<file path="src/rtl/spi_port_pkg.sv">
package spi_port_pkg;

  localparam int unsigned REG_W = 8;

  localparam logic [1:0] A_CTRL = 2'd0;
  localparam logic [1:0] A_STAT = 2'd1;
  localparam logic [1:0] A_DATA = 2'd2;

  localparam int unsigned DONE_BIT = 7;
  localparam int unsigned COLL_BIT = 6;

  typedef struct packed {
    logic       ie;
    logic       en;
    logic       lsb_first;
    logic       mstr;
    logic       cpol;
    logic       cpha;
    logic [1:0] rate;
  } spi_ctrl_t;

  // System cycles between two SCK edges for each rate code.
  function automatic int unsigned half_period(input logic [1:0] rate);
    case (rate)
      2'd0:    return 2;
      2'd1:    return 8;
      2'd2:    return 32;
      default: return 64;
    endcase
  endfunction

endpackage

</file>
<file path="src/rtl/spi_sync.sv">
module spi_sync #(
  parameter int WIDTH = 1,
  parameter int STAGES = 2,
  parameter logic [WIDTH-1:0] RST_VAL = '0
) (
  input  logic             clk,
  input  logic             rst_n,
  input  logic [WIDTH-1:0] d,
  output logic [WIDTH-1:0] q
);

  for (genvar s = 0; s < STAGES; s++) begin : g_stg
    logic [WIDTH-1:0] r;
    logic [WIDTH-1:0] nxt;
    if (s == 0) begin : g_first
      assign nxt = d;
    end else begin : g_next
      assign nxt = g_stg[s-1].r;
    end
    always_ff @(posedge clk or negedge rst_n) begin
      if (!rst_n) r <= RST_VAL;
      else        r <= nxt;
    end
  end

  assign q = g_stg[STAGES-1].r;

endmodule

</file>
<file path="src/rtl/spi_sck_gen.sv">
module spi_sck_gen
  import spi_port_pkg::*;
#(
  parameter int DIV_W = 7
) (
  input  logic       clk,
  input  logic       rst_n,
  input  logic       run,
  input  logic [1:0] rate,
  output logic       tick,
  output logic       sck_lvl
);

  logic [DIV_W-1:0] cnt;
  logic [DIV_W-1:0] half;

  assign half = DIV_W'(half_period(rate));
  assign tick = run && (cnt == half - DIV_W'(1));

  always_ff @(posedge clk or negedge rst_n) begin
    if (!rst_n) begin
      cnt     <= '0;
      sck_lvl <= 1'b0;
    end else if (!run) begin
      cnt     <= '0;
      sck_lvl <= 1'b0;
    end else if (tick) begin
      cnt     <= '0;
      sck_lvl <= ~sck_lvl;
    end else begin
      cnt <= cnt + DIV_W'(1);
    end
  end


  sck_rise_run_chk: assert property (@(posedge clk) disable iff (!rst_n)
    $rose(sck_lvl) |-> $past(run));


  tick_spacing_chk: assert property (@(posedge clk) disable iff (!rst_n)
    tick |=> !tick);

endmodule

</file>
<file path="src/rtl/spi_shifter.sv">
module spi_shifter #(
  parameter int BITS = 8
) (
  input  logic            clk,
  input  logic            rst_n,
  input  logic            active,
  input  logic            sck_edge,
  input  logic            rx_bit,
  input  logic            cpha,
  input  logic            lsb_first,
  input  logic            load,
  input  logic [BITS-1:0] load_val,
  output logic [BITS-1:0] sreg,
  output logic            tx_bit,
  output logic            busy,
  output logic            done
);

  localparam int EDGES = 2 * BITS;
  localparam int CNT_W = $clog2(EDGES);

  function automatic logic lane_out(input logic [BITS-1:0] v, input logic lsb);
    return lsb ? v[0] : v[BITS-1];
  endfunction

  function automatic logic [BITS-1:0] lane_in(input logic [BITS-1:0] v,
                                              input logic b, input logic lsb);
    return lsb ? {b, v[BITS-1:1]} : {v[BITS-2:0], b};
  endfunction

  logic [CNT_W-1:0] edge_cnt;
  logic             lead;
  logic             step;
  logic             capture;
  logic             abort;

  assign lead    = ~edge_cnt[0];
  assign step    = sck_edge && active;
  assign capture = step && (lead ^ cpha);
  assign busy    = edge_cnt != '0;
  assign done    = step && (edge_cnt == CNT_W'(EDGES - 1));
  assign abort   = !active && busy;

  always_ff @(posedge clk or negedge rst_n) begin
    if (!rst_n) begin
      sreg     <= '0;
      tx_bit   <= 1'b0;
      edge_cnt <= '0;
    end else if (load) begin
      sreg   <= load_val;
      tx_bit <= lane_out(load_val, lsb_first);
    end else if (abort) begin
      edge_cnt <= '0;
      tx_bit   <= lane_out(sreg, lsb_first);
    end else if (step) begin
      edge_cnt <= done ? '0 : edge_cnt + CNT_W'(1);
      if (capture) sreg   <= lane_in(sreg, rx_bit, lsb_first);
      else         tx_bit <= lane_out(sreg, lsb_first);
    end
  end


  abort_clear_chk: assert property (@(posedge clk) disable iff (!rst_n)
    abort |=> !busy);


  sreg_hold_chk: assert property (@(posedge clk) disable iff (!rst_n)
    !(load || capture) |=> $stable(sreg));


  done_idle_chk: assert property (@(posedge clk) disable iff (!rst_n)
    done |=> !busy);

endmodule

</file>
<file path="src/rtl/spi_port.sv">
module spi_port
  import spi_port_pkg::*;
#(
  parameter int DIV_W = 7,
  parameter int SYNC_STAGES = 2
) (
  input  logic             clk,
  input  logic             rst_n,
  input  logic [1:0]       bus_addr,
  input  logic             bus_wr,
  input  logic [REG_W-1:0] bus_wdata,
  output logic [REG_W-1:0] bus_rdata,
  input  logic             serial_irq_en,
  input  logic             sck_i,
  output logic             sck_o,
  output logic             sck_oe,
  input  logic             mosi_i,
  output logic             mosi_o,
  output logic             mosi_oe,
  input  logic             miso_i,
  output logic             miso_o,
  output logic             miso_oe,
  input  logic             ss_n_i,
  output logic             irq
);

  spi_ctrl_t        ctrl_q;
  logic             spif_q;
  logic             wcol_q;
  logic             run_q;
  logic             sck_prev;

  logic             ctrl_wr;
  logic             stat_wr;
  logic             data_wr;
  logic             busy_any;
  logic             start;
  logic             load;
  logic             collide;

  logic             tick;
  logic             sck_lvl;
  logic             ss_s;
  logic             sck_s;
  logic             mosi_s;
  logic             slave_sel;
  logic             slave_edge;

  logic             sck_edge;
  logic             rx_bit;
  logic             active;
  logic [REG_W-1:0] sreg;
  logic             tx_bit;
  logic             sh_busy;
  logic             xfer_done;

  assign ctrl_wr = bus_wr && (bus_addr == A_CTRL);
  assign stat_wr = bus_wr && (bus_addr == A_STAT);
  assign data_wr = bus_wr && (bus_addr == A_DATA);

  assign busy_any = run_q || sh_busy;
  assign load     = data_wr && !busy_any;
  assign collide  = data_wr && busy_any;
  assign start    = load && ctrl_q.en && ctrl_q.mstr;

  spi_sync #(.WIDTH(3), .STAGES(SYNC_STAGES), .RST_VAL(3'b100)) u_sync (
    .clk  (clk),
    .rst_n(rst_n),
    .d    ({ss_n_i, sck_i, mosi_i}),
    .q    ({ss_s, sck_s, mosi_s})
  );

  assign slave_sel  = ctrl_q.en && !ctrl_q.mstr && !ss_s;
  assign slave_edge = slave_sel && (sck_s != sck_prev);

  spi_sck_gen #(.DIV_W(DIV_W)) u_sck (
    .clk    (clk),
    .rst_n  (rst_n),
    .run    (run_q),
    .rate   (ctrl_q.rate),
    .tick   (tick),
    .sck_lvl(sck_lvl)
  );

  assign sck_edge = ctrl_q.mstr ? tick   : slave_edge;
  assign rx_bit   = ctrl_q.mstr ? miso_i : mosi_s;
  assign active   = ctrl_q.mstr ? run_q  : slave_sel;

  spi_shifter #(.BITS(REG_W)) u_shift (
    .clk      (clk),
    .rst_n    (rst_n),
    .active   (active),
    .sck_edge (sck_edge),
    .rx_bit   (rx_bit),
    .cpha     (ctrl_q.cpha),
    .lsb_first(ctrl_q.lsb_first),
    .load     (load),
    .load_val (bus_wdata),
    .sreg     (sreg),
    .tx_bit   (tx_bit),
    .busy     (sh_busy),
    .done     (xfer_done)
  );

  always_ff @(posedge clk or negedge rst_n) begin
    if (!rst_n) begin
      ctrl_q   <= '0;
      spif_q   <= 1'b0;
      wcol_q   <= 1'b0;
      run_q    <= 1'b0;
      sck_prev <= 1'b0;
    end else begin
      sck_prev <= sck_s;
      if (ctrl_wr) ctrl_q <= spi_ctrl_t'(bus_wdata);

      if (!ctrl_q.en || !ctrl_q.mstr) run_q <= 1'b0;
      else if (start)                 run_q <= 1'b1;
      else if (xfer_done)             run_q <= 1'b0;

      if (xfer_done)                          spif_q <= 1'b1;
      else if (stat_wr && bus_wdata[DONE_BIT]) spif_q <= 1'b0;

      if (collide)                            wcol_q <= 1'b1;
      else if (stat_wr && bus_wdata[COLL_BIT]) wcol_q <= 1'b0;
    end
  end

  always_comb begin
    case (bus_addr)
      A_CTRL:  bus_rdata = ctrl_q;
      A_STAT:  bus_rdata = {spif_q, wcol_q, 6'b0};
      A_DATA:  bus_rdata = sreg;
      default: bus_rdata = '0;
    endcase
  end

  assign sck_o   = ctrl_q.cpol ^ sck_lvl;
  assign sck_oe  = ctrl_q.en && ctrl_q.mstr;
  assign mosi_o  = tx_bit;
  assign mosi_oe = ctrl_q.en && ctrl_q.mstr;
  assign miso_o  = tx_bit;
  assign miso_oe = slave_sel;
  assign irq     = spif_q && ctrl_q.ie && serial_irq_en;


  spif_src_chk: assert property (@(posedge clk) disable iff (!rst_n)
    $rose(spif_q) |-> $past(xfer_done));


  wcol_src_chk: assert property (@(posedge clk) disable iff (!rst_n)
    $rose(wcol_q) |-> $past(data_wr && busy_any));


  off_no_run_chk: assert property (@(posedge clk) disable iff (!rst_n)
    !ctrl_q.en |=> !run_q);


  deselect_no_done_chk: assert property (@(posedge clk) disable iff (!rst_n)
    (!ctrl_q.mstr && ss_s) |-> !xfer_done);

endmodule

</file>
<file path="config.mk">
export PLATFORM = sky130hd
export DESIGN_NAME = spi_port
export DESIGN_NICKNAME = d
export VERILOG_FILES = /design/src/rtl/spi_port_pkg.sv /design/src/rtl/spi_sync.sv /design/src/rtl/spi_sck_gen.sv /design/src/rtl/spi_shifter.sv /design/src/rtl/spi_port.sv
export SDC_FILE = /design/constraint.sdc
export NUM_CORES = 1
export LEC_CHECK = 0
export ABC_CLOCK_PERIOD_IN_PS = 2440
export CORE_ASPECT_RATIO = 0.5
export CORE_MARGIN = 1
export CORE_UTILIZATION = 51
export CTS_BUF_LIST = sky130_fd_sc_hd__clkbuf_8
export DETAILED_ROUTE_END_ITERATION = 7
export PLACE_DENSITY = 0.77
export SLEW_MARGIN = 20
export SYNTH_ARGS = -nofsm -noshare
export SYNTH_HDL_FRONTEND = slang
export SYNTH_HIERARCHICAL = 1
export SYNTH_SLANG_ARGS = --single-unit
</file>
<file path="constraint.sdc">
create_clock -name clk -period 2.44 [get_ports clk]
set_clock_uncertainty 0.2 [all_clocks]
set_input_delay 0.61 -clock clk [delete_from_list [all_inputs] [get_ports clk]]
set_output_delay 0.61 -clock clk [all_outputs]
set_load 0.01 [all_outputs]
</file>
Yosys cells after proc, flatten, opt, wreduce, memory -nomap -nowiden
Cells that the tools add are included.
Word-level totals
  word-level logic and storage cells: 106
  register bits: 39
  bits of input ports: 18
  output and inout port bits: 15
Operators by class
  bitwise logic cells: 5
  equal/unequal tests: 10
  add/subtract/negate cells: 3
  muxes and demuxes: 30
  reductions and logical operators: 40
Operators by type and width (count)
  $mux 8: 5
  $pmux 8 s3: 1
  $pmux 7 s3: 1
  $logic_and 1x1->1: 20
  $mux 1: 18
  $mux 7: 2
  $mux 4: 3
  $reduce_bool 2->1: 5
  $add 7x1->7 const B: 1
  $eq 7x7->1: 1
  $sub 7x1->7 const B: 1
  $reduce_bool 3->1: 2
  $logic_not 1->1: 5
  $add 4x1->4 const B: 1
  $eq 2x1->1 const B: 2
  $eq 2x2->1 const B: 2
  $eq 4x4->1 const B: 1
  $logic_not 2->1: 2
  $reduce_and 2->1: 2
  $reduce_bool 4->1: 1
  $ne 3x3->1 const B: 1
  $not 1->1: 3
  $reduce_and 3->1: 1
  $logic_or 1x1->1: 2
  4 further kinds: 5

Longest topological paths before layout
Gate-level depths: netlist of the first run.
  depth after elaboration: 12
  depth in mapped cells: 12
  depth with buffers taken out: 10

Hierarchy
The synthesis of the first run kept the hierarchy.
By module, submodules not included
  spi_shifter: area an instance 890.9 um^2, cells an instance 82, sequential area each 325.3 um^2, instances 1
  spi_port: area an instance 739.5 um^2, cells an instance 65, sequential area each 300.3 um^2, instances 1
  spi_sck_gen: area an instance 486.7 um^2, cells an instance 50, sequential area each 200.2 um^2, instances 1
  spi_sync: area an instance 152.6 um^2, cells an instance 6, sequential area each 152.6 um^2, instances 1

Worst setup path before layout of the first run
OpenSTA, ideal clock, no wires.
  kind: reg2reg
  start point: register ctrl_q[1] in the netlist's numbering
  end point: register u_shift.sreg[1]
  library setup time: 125 ps
  setup slack: -222 ps
  clock period less this slack: 2662 ps
  required time: 2115 ps
  arrival time: 2337 ps
  path buffers: 0
  cell stages (with the launch flop): 10
  cell sequence: dfrtp_1 > or2_1 > ha_1 > xor2_1 > nand4_1 > a21oi_1 > a22o_1 > nand2_4 > o21ai_4 > mux2_4
On the way
  word-level cells in the longest chain between the ends: 10
  elaborated cells between the ends (all ways): 13
  classes of those cells: add/sub (1); eq/ne (3); mux (2); reduce/logical (7)
RTL lines
  start: declaration: RTL line spi_port.sv:27  | spi_ctrl_t ctrl_q;
  start signal: assignment: RTL line spi_port.sv:114  | if (ctrl_wr) ctrl_q <= spi_ctrl_t'(bus_wdata);
  $eq 2x2->1, or another cell as far along: RTL line spi_port_pkg.sv:24  | case (rate)
  $pmux 7 s3 (*): RTL line spi_port_pkg.sv:24
  $sub 7x1->7 (*): RTL line spi_sck_gen.sv:18  | assign tick = run && (cnt == half - DIV_W'(1));
  $eq 7x7->1 (*): RTL line spi_sck_gen.sv:18
  $logic_and 1x1->1 (*): RTL line spi_sck_gen.sv:18
  net tick: RTL line spi_port.sv:41  | logic tick;
  $mux 1 (*): RTL line spi_port.sv:85  | assign sck_edge = ctrl_q.mstr ? tick : slave_edge;
  net sck_edge: RTL line spi_port.sv:49  | logic sck_edge;
  $logic_and 1x1->1 (*): RTL line spi_shifter.sv:38  | assign step = sck_edge && active;
  $logic_and 1x1->1: RTL line spi_shifter.sv:39  | assign capture = step && (lead ^ cpha);
  $reduce_bool 2->1 (no source line)
  $reduce_and 3->1 (no source line) (*)
  end signal: assignment: RTL line spi_shifter.sv:50  | sreg <= load_val;
  end signal: assignment: RTL line spi_shifter.sv:57  | if (capture) sreg <= lane_in(sreg, rx_bit, lsb_first);
  end: declaration: RTL line spi_shifter.sv:13  | output logic [BITS-1:0] sreg,
The timed path passes the listed nets; every way through them passes the cells marked *.
A chain may end at the register's enable or synchronous reset.

Worst setup path after layout of the first run
  start point: register ctrl_q[1] in the netlist's numbering
  end point: register u_shift.sreg[4]
Same word-level chain as after synthesis.

==> results by group, run 1 <==
Clock network
  • CTS root buffer: clkbuf_8
  • H-tree depth: 2
  • Maximum clock path buffer count: 2
  • CTS clk-pin slew, worst paths: 0.08 ns
  • CTS sink cnt: 39
  • Clk Latency, worst-skew pair: 0.29 ns
  • Clock buffer count from CTS: 5
  • CTS tree: yes

Synthesis
  • Area contributors post-synth: dfrtp_1 41%, mux2_4 8.6%, mux2i_1 7.1%, nor2_1 2.8%, dfstp_2 2.3%
  • Synth Warn #: 6
  • Area leader, netlist: dfrtp_1
  • Netlist cell types: 49
  • Post-synth EDFFs: 0
  • Syn nets: 225
  • #FFs+latches synth: 39
  • Synth Area in Compound Gates: 0.121
  • Ys flop type: dfrtp_1
  • Top cell type's share of synthesized area: 0.408
  • Syn avg cell area: 11.2 sq um
  • Simple-gate share of the synthesized area: 0.153
  • Main combinational cell family by area after synthesis: multiplexers
  • Part of the Yosys area used for sequential elements: 0.431
  • Post-synthesis xor/xnor area fraction: 0.0529
  • Adder-cell share of the synthesized area: 0.0221
  • Mapped Cells: 203
  • Post-Syn Area: 2270 sq um
  • Post-synthesis mux area share: 0.181
  • Async SR Flop Fraction: 1.00

Cells and area
  • Area of the multi-input gates: 1330 sq um
  • Area occupied by registers: 978 sq um
  • Nets: 293
  • Fillers: 267
  • Share of cells above drive strength 1: 0.342
  • Area Growth Syn to Fin: 37.6%
  • Antenna fix cells: 0
  • Fin util: 0.765

Timing
  • Final hold violations: 0
  • Slew Limit Fails: 0
  • RSZ-0062 raised after global routing: yes
  • Slew headroom: 0.669
  • Pin slew with the least headroom to its limit: 0.497 ns
  • Setup TNS: -1.36 ns
  • Final min period: 2.58 ns
  • Fmax achieved: 388 MHz
  • Hold_ws: 0.154 ns
  • Final worst slack: -0.139 ns
  • Final period util: 1.06
  • Finish-stage setup viols: 15

Pwr
  • Clock share of power: 0.234
  • Sw Pwr: 0.000759 W
  • Pleak: 1.46 nW
  • Pwr/cell area: 758 nW/um^2
  • P_int: 0.00161 W
  • Worst VDD drop: 0.000353 V
  • Flop pwr share: 0.374
  • Comb pwr share: 0.392
  • Switching Share: 0.320

Placement
  • Port bufs: 32
  • GPL Wtd Cong: 0.771
  • HPWL Detailed: 3590 microns

Detailed routing
  • Pre-antenna DRT Iters: 4
  • DR vias: 1838
  • Post-route ant nets: 0
  • Detailed Route Iter0 Violations: 96
  • DR WL/cell: 16.3 microns
  • M1 WL: 2480 microns
  • DRC Markers: 0
  • DR top layer: met4
  • Vias per cell: 5.64
  • Met3 WL: 198 microns
  • Final wirelength: 5300 microns
  • Met2 wire length: 2560 microns

Run status
  • Violated checks: setup timing
  • Run status: complete, but fails checks

Worst hold path
  • Class of the worst hold path: reg -> reg

Floorplan
  • Die Y: 49.2 microns
  • Die X-Extent: 96.3 microns
  • Initial Utilization: 0.556
  • Die area: 4740 sq um
  • Core area: 4080 sq um
  • Io pins: 33
  • Row count: 16

Worst setup path
  • CP Class: reg -> reg
  • CP Capture Type: flop
  • Crit path max fanout: 5
  • Critical Path AT: 2.55 ns
  • Crit path required time: 2.41 ns
  • Crit start category: flop

Global routing
  • GRT Total Usage: 0.253
  • Largest net degree at the start of global routing: 40
  • Aggregate global routing overflow: 0
  • Initial antenna violation count: 0
  • First-pass GRT wire length: 8940 microns
  • Vias in the first global route: 1848

Job
  • Max_cap viols: 0
## cells in the final DEF (no fill, tap or decap), drive strengths merged, types with 4 or more instances in the layout
| cell type | n |
|---|---|
| clkdlybuf4s50 | 19 |
| mux2i | 16 |
| dlygate4sd2 | 10 |
| dfrtp | 37 |
| clkbuf | 6 |
| nor2 | 17 |
| inv | 7 |
| and2 | 4 |
| o21ai | 11 |
| xnor2 | 5 |
| nor2b | 7 |
| xor2 | 7 |
| mux2 | 16 |
| ha | 4 |
| nand3 | 7 |
| nand2 | 13 |
| a21oi | 5 |
| buf | 39 |
| a22o | 4 |
## synth_stat cells (all sizes together), types with 3 or more instances
cell type	n
xnor2	5
buf	9
nand3	7
inv	7
a31oi	3
nand2	13
nor2	17
ha	4
and2	4
nor2b	7
mux2	16
dfrtp	37
o21ai	11
a311o	3
mux2i	16
a22o	4
nor4	3
and3	3
a21oi	5
xor2	7
## logic make-up (layout without fill, tap and decap cells)
logic type | count (synthesis) | count (layout)
flops | 39 | 39
xor+xnor | 12 | 12
simple gates | 63 | 63
compound gates | 36 | 36
mux | 33 | 33
buf+inv | 16 | 85
fa+ha+maj | 4 | 4
## layer usage
| metal | up-vias | track usage |
|---|---|---|
| met3 | 11 | 0.0545 |
| met2 | 38 | 0.403 |
| met1 | 928 | 0.355 |
| met5 | - | 0 |
| li1 | 861 | - |
| met4 | 0 | 0.0588 |
## final cells by class
cell class	instances	area share
Sequential cell	39	0.313
Clock buffer	6	0.0264
Multi-Input combinational cell	148	0.424
Inverter	7	0.00841
Tap cell	54	0.0216
Timing Repair Buffer	70	0.195
Clock inverter	2	0.0112
## state kept, by name, indices dropped and copies added, names as in the netlist
register / flops
ctrl_q: 8
u_shift/tx_bit: 1
spif_q: 1
wcol_q: 1
sck_prev: 1
u_sck/sck_lvl: 1
u_sync/q: 3
u_shift/sreg: 8
u_shift/edge_cnt: 4
u_sck/cnt: 7
run_q: 1
u_sync/g_stg.r: 3
## critical path: stages (launching register included)
cell	delay [ns]
dfrtp_1	0.40
or2_4	0.25
ha_4	0.27
xor2_2	0.15
nand4_1	0.14
a21oi_2	0.17
a22o_4	0.19
nand2_4	0.07
o21ai_4	0.29
mux2_4	0.33
## power groups by stage
| stage | Clock [W] | Sequential [W] | Combinational (W) |
|---|---|---|---|
| 2_1_floorplan | 0 | 0.000865 | 0.000557 |
| 3_3_place_gp | 0 | 0.000886 | 0.000837 |
| 3_5_place_dp | 0 | 0.000890 | 0.000854 |
| 4_1_cts | 0.000566 | 0.000882 | 0.000897 |
| 5_1_grt | 0.000592 | 0.000901 | 0.00100 |
| 6_report | 0.000554 | 0.000886 | 0.000928 |
## metrics by stage
step | cells | total power (W) | setup WS, ns | area, sq um
3_3_place_gp | 311 | 0.00172 | -0.427 | 2840
2_1_floorplan | 203 | 0.00142 | -0.0705 | 2290
6_report | 326 | 0.00237 | -0.139 | 3120
3_5_place_dp | 311 | 0.00174 | -0.486 | 2840
4_1_cts | 324 | 0.00235 | -0.144 | 3060
5_1_grt | 326 | 0.00250 | -0.275 | 3120
## path summary, 6_finish.rpt
| kind | end | cells past startpoint | slack [ns] | from |
|---|---|---|---|---|
| max in group asynchronous | u_sync/g_stg[0].r[2] | 2 | 1.51 | rst_n |
| hold / removal | u_sync/q[1] | 0 | 0.15 | u_sync/g_stg[0].r[1] |
| min in group asynchronous | ctrl_q[1] | 2 | 0.16 | rst_n |
| setup reg to reg | u_shift/sreg[4] | 9 | -0.14 | ctrl_q[1] |
| hold reg to reg | u_sync/q[1] | 0 | 0.15 | u_sync/g_stg[0].r[1] |
| setup / recovery | u_shift/sreg[4] | 9 | -0.14 | ctrl_q[1] |
## repair_timing
item | CTS | global route
pin swaps | 9 | 3
cloned | 1 | 0
setup buffers | 4 | 2
resized for setup | 31 | 9
hold buffers | 0 | 0
endpoints found under the setup margin | 25 | 16
Note: power is estimated with default switching activity, not from simulation.
==> run 2: changes to the inputs <==
--- a/config.mk
+++ b/config.mk
@@ -7,7 +7,7 @@
 export LEC_CHECK = 0
 export ABC_CLOCK_PERIOD_IN_PS = 2440
 export CORE_ASPECT_RATIO = 0.5
-export CORE_MARGIN = 1
+export CORE_MARGIN = 3
 export CORE_UTILIZATION = 51
 export CTS_BUF_LIST = sky130_fd_sc_hd__clkbuf_8
 export DETAILED_ROUTE_END_ITERATION = 7
==> run 2 against run 1 <==
The run still ends with setup timing left. Highest routed layer unchanged. Worst setup slack improved by 0.0061 ns. Routed wire length is 2.8% higher. Non-clock buffer count fell by 3.
==> results by group, run 2 (synthesized netlist as in run 1, its figures left out) <==
Detailed routing
  • DRC Markers: 0 (unchanged)
  • DR WL/cell: 16.9 microns (+3.8%)
  • Pre-antenna DRT Iters: 4 (unchanged)
  • Vias per cell: 5.51 (-2.3%)
  • DR vias: 1779 (-3.2%)
  • Post-route ant nets: 0 (unchanged)
  • Detailed Route Iter0 Violations: 76 (-21%)
  • Final wirelength: 5450 microns (+2.8%)

Worst setup path
  • Buf/Inv on CP: 0 (unchanged)
  • Crit start category: flop
  • CP Capture Type: flop
  • Crit path required time: 2.42 ns (about the same)
  • Top delay family on crit path: compound AO/OA/AOI/OAI gates
  • Slowest cell on crit path: dfrtp_1
  • Cell count along the critical path: 9 (unchanged)
  • Critical Path AT: 2.55 ns (about the same)
  • CP Class: reg -> reg
  • Crit path max fanout: 5 (unchanged)
  • Max stage delay on crit path: 0.41 ns (about the same)
  • Crit-path cells: or2_4 > ha_4 > xor2_2 > nand4_1 > a21oi_2 > a22o_4 > nand2_4 > o21ai_4 > mux2_4
  • R2R cell count: 9 (unchanged)

Floorplan
  • Die area: 5340 sq um (+13%)
  • Row count: 16 (unchanged)
  • Io pins: 33 (unchanged)
  • Die X-Extent: 100 microns (+4.2%)
  • Core area: 4080 sq um (unchanged)
  • Initial Utilization: 0.556 (unchanged)
  • Die Y: 53.2 microns (+8.1%)

Cells and area
  • Area Growth Syn to Fin: 35.7%
  • Share of cells above drive strength 1: 0.320 (-0.0222)
  • Nets: 290 (-1.0%)
  • Commonest non-fill, non-tap cell in the layout: dfrtp_1
  • Antenna fix cells: 0 (unchanged)
  • Fin cells: 323 (-0.92%)
  • Regs by FF count: ctrl_q (8), u_shift/sreg (8), u_sck/cnt (7)
  • Most frequent cells in the layout: 37 x dfrtp_1, 29 x buf_4, 20 x clkdlybuf4s50_1
  • Fin util: 0.754 (-0.0104)

Global routing
  • Largest net degree at the start of global routing: 40 (unchanged)
  • First-pass GRT wire length: 9160 microns (+2.5%)
  • Aggregate global routing overflow: 0 (unchanged)
  • Initial antenna violation count: 0 (unchanged)
  • GRT Total Usage: 0.227 (-0.0262)
  • Vias in the first global route: 1902 (+2.9%)

Timing
  • Slew Limit Fails: 0 (unchanged)
  • Final period util: 1.05 (-0.00249)
  • Final worst slack: -0.133 ns (+0.00607 ns)
  • Final min period: 2.57 ns (-0.00607 ns)
  • Pin slew with the least headroom to its limit: 0.506 ns (+0.00902 ns)
  • Hold_ws: 0.159 ns (+0.00470 ns)
  • Final hold violations: 0 (unchanged)
  • Slew headroom: 0.663 (-0.00601)
  • RSZ-0062 raised after global routing: yes
  • Fmax achieved: 389 MHz (+0.24%)
  • Finish-stage setup viols: 11 (-4)

Pwr
  • Worst VDD drop: 0.000379 V (+7.4%)
  • Design Power: 0.00235 W (-0.58%)
  • Pwr/cell area: 764 nW/um^2 (+0.79%)
  • Pleak: 1.43 nW (-1.6%)

Placement
  • HPWL Detailed: 3900 microns (+8.6%)
  • Port bufs: 32 (unchanged)
  • Dpl ws: -0.383 ns (+0.104 ns)
  • GPL Wtd Cong: 0.818 (+6.1%)
  • Placed cell count: 312 (+0.32%)

Clock network
  • Hold-fix buffers at CTS: 0 (unchanged)
  • Clk Latency, worst-skew pair: 0.29 ns (about the same)
  • CTS clk-pin slew, worst paths: 0.08 ns (about the same)
  • CTS root buffer: clkbuf_8
  • CTS sink cnt: 39 (unchanged)
  • CTS tree: yes
  • Maximum clock path buffer count: 2 (unchanged)
  • Clock buffer count from CTS: 5 (unchanged)
  • H-tree depth: 2 (unchanged)

Job
  • Max_cap viols: 0 (unchanged)

Run status
  • Run status: complete, but fails checks
  • Violated checks: setup timing

Worst hold path
  • Class of the worst hold path: in -> async
run 2: worst reg2reg max path, stage by stage, from the launching register on:
cell and delay (ns):
dfrtp_1 0.41, or2_4 0.26, ha_4 0.27, xor2_2 0.15, nand4_1 0.13, a21oi_2 0.16, a22o_4 0.19, nand2_4 0.07
o21ai_4 0.30, mux2_4 0.33
run 2: stage by stage:
step	cell area [sq um]	setup TNS [ns]
floorplan	2290	-0.383
global placement	2860	-6.03
detailed placement	2860	-6.63
CTS	3040	-1.56
global route	3080	-2.93
finish	3080	-0.928
run 2: cell type report:
class / count / area (sq um)
clock buffers: 6 / 82.6
clock inverters: 2 / 35.0
fillers: 299 / 1000
inverters: 7 / 26.3
multi-input cells: 148 / 1290
flip-flops and latches: 39 / 978
well taps: 54 / 67.6
repair buffers: 67 / 596
run 2: metal layers:
metal / wire length (microns) / global-route usage
met5: 0 / 0
met4: 48 / 0.0626
met3: 245 / 0.0474
met2: 2810 / 0.423
met1: 2350 / 0.269
run 2: worst paths after layout:
check,end,startpoint,slack [ns]
worst min-delay path,u_shift/edge_cnt[0],rst_n,0.16
worst min register to register,u_sync/q[2],u_sync/g_stg[0].r[2],0.16
min in group clk,u_sync/q[2],u_sync/g_stg[0].r[2],0.16
max in group asynchronous,u_sync/g_stg[0].r[2],rst_n,1.50
worst max-delay path,u_shift/sreg[4],ctrl_q[1],-0.13
worst max register to register,u_shift/sreg[4],ctrl_q[1],-0.13
run 2: timing repair:
item                                    in CTS  in global routing
cloned                                       0                  0
endpoints found under the setup margin      24                 15
setup buffers                                1                  2
pin swaps                                    1                  4
gates resized for setup                     26                  6
hold endpoints to repair                     0                  0
run 2: power breakdown:
group / switching [W] / internal (W) / total, W
Sequential: 0.000123 / 0.000762 / 0.000885
Combinational: 0.000395 / 0.000513 / 0.000908
Clock: 0.000231 / 0.000331 / 0.000562
Total: 0.000748 / 0.00161 / 0.00235
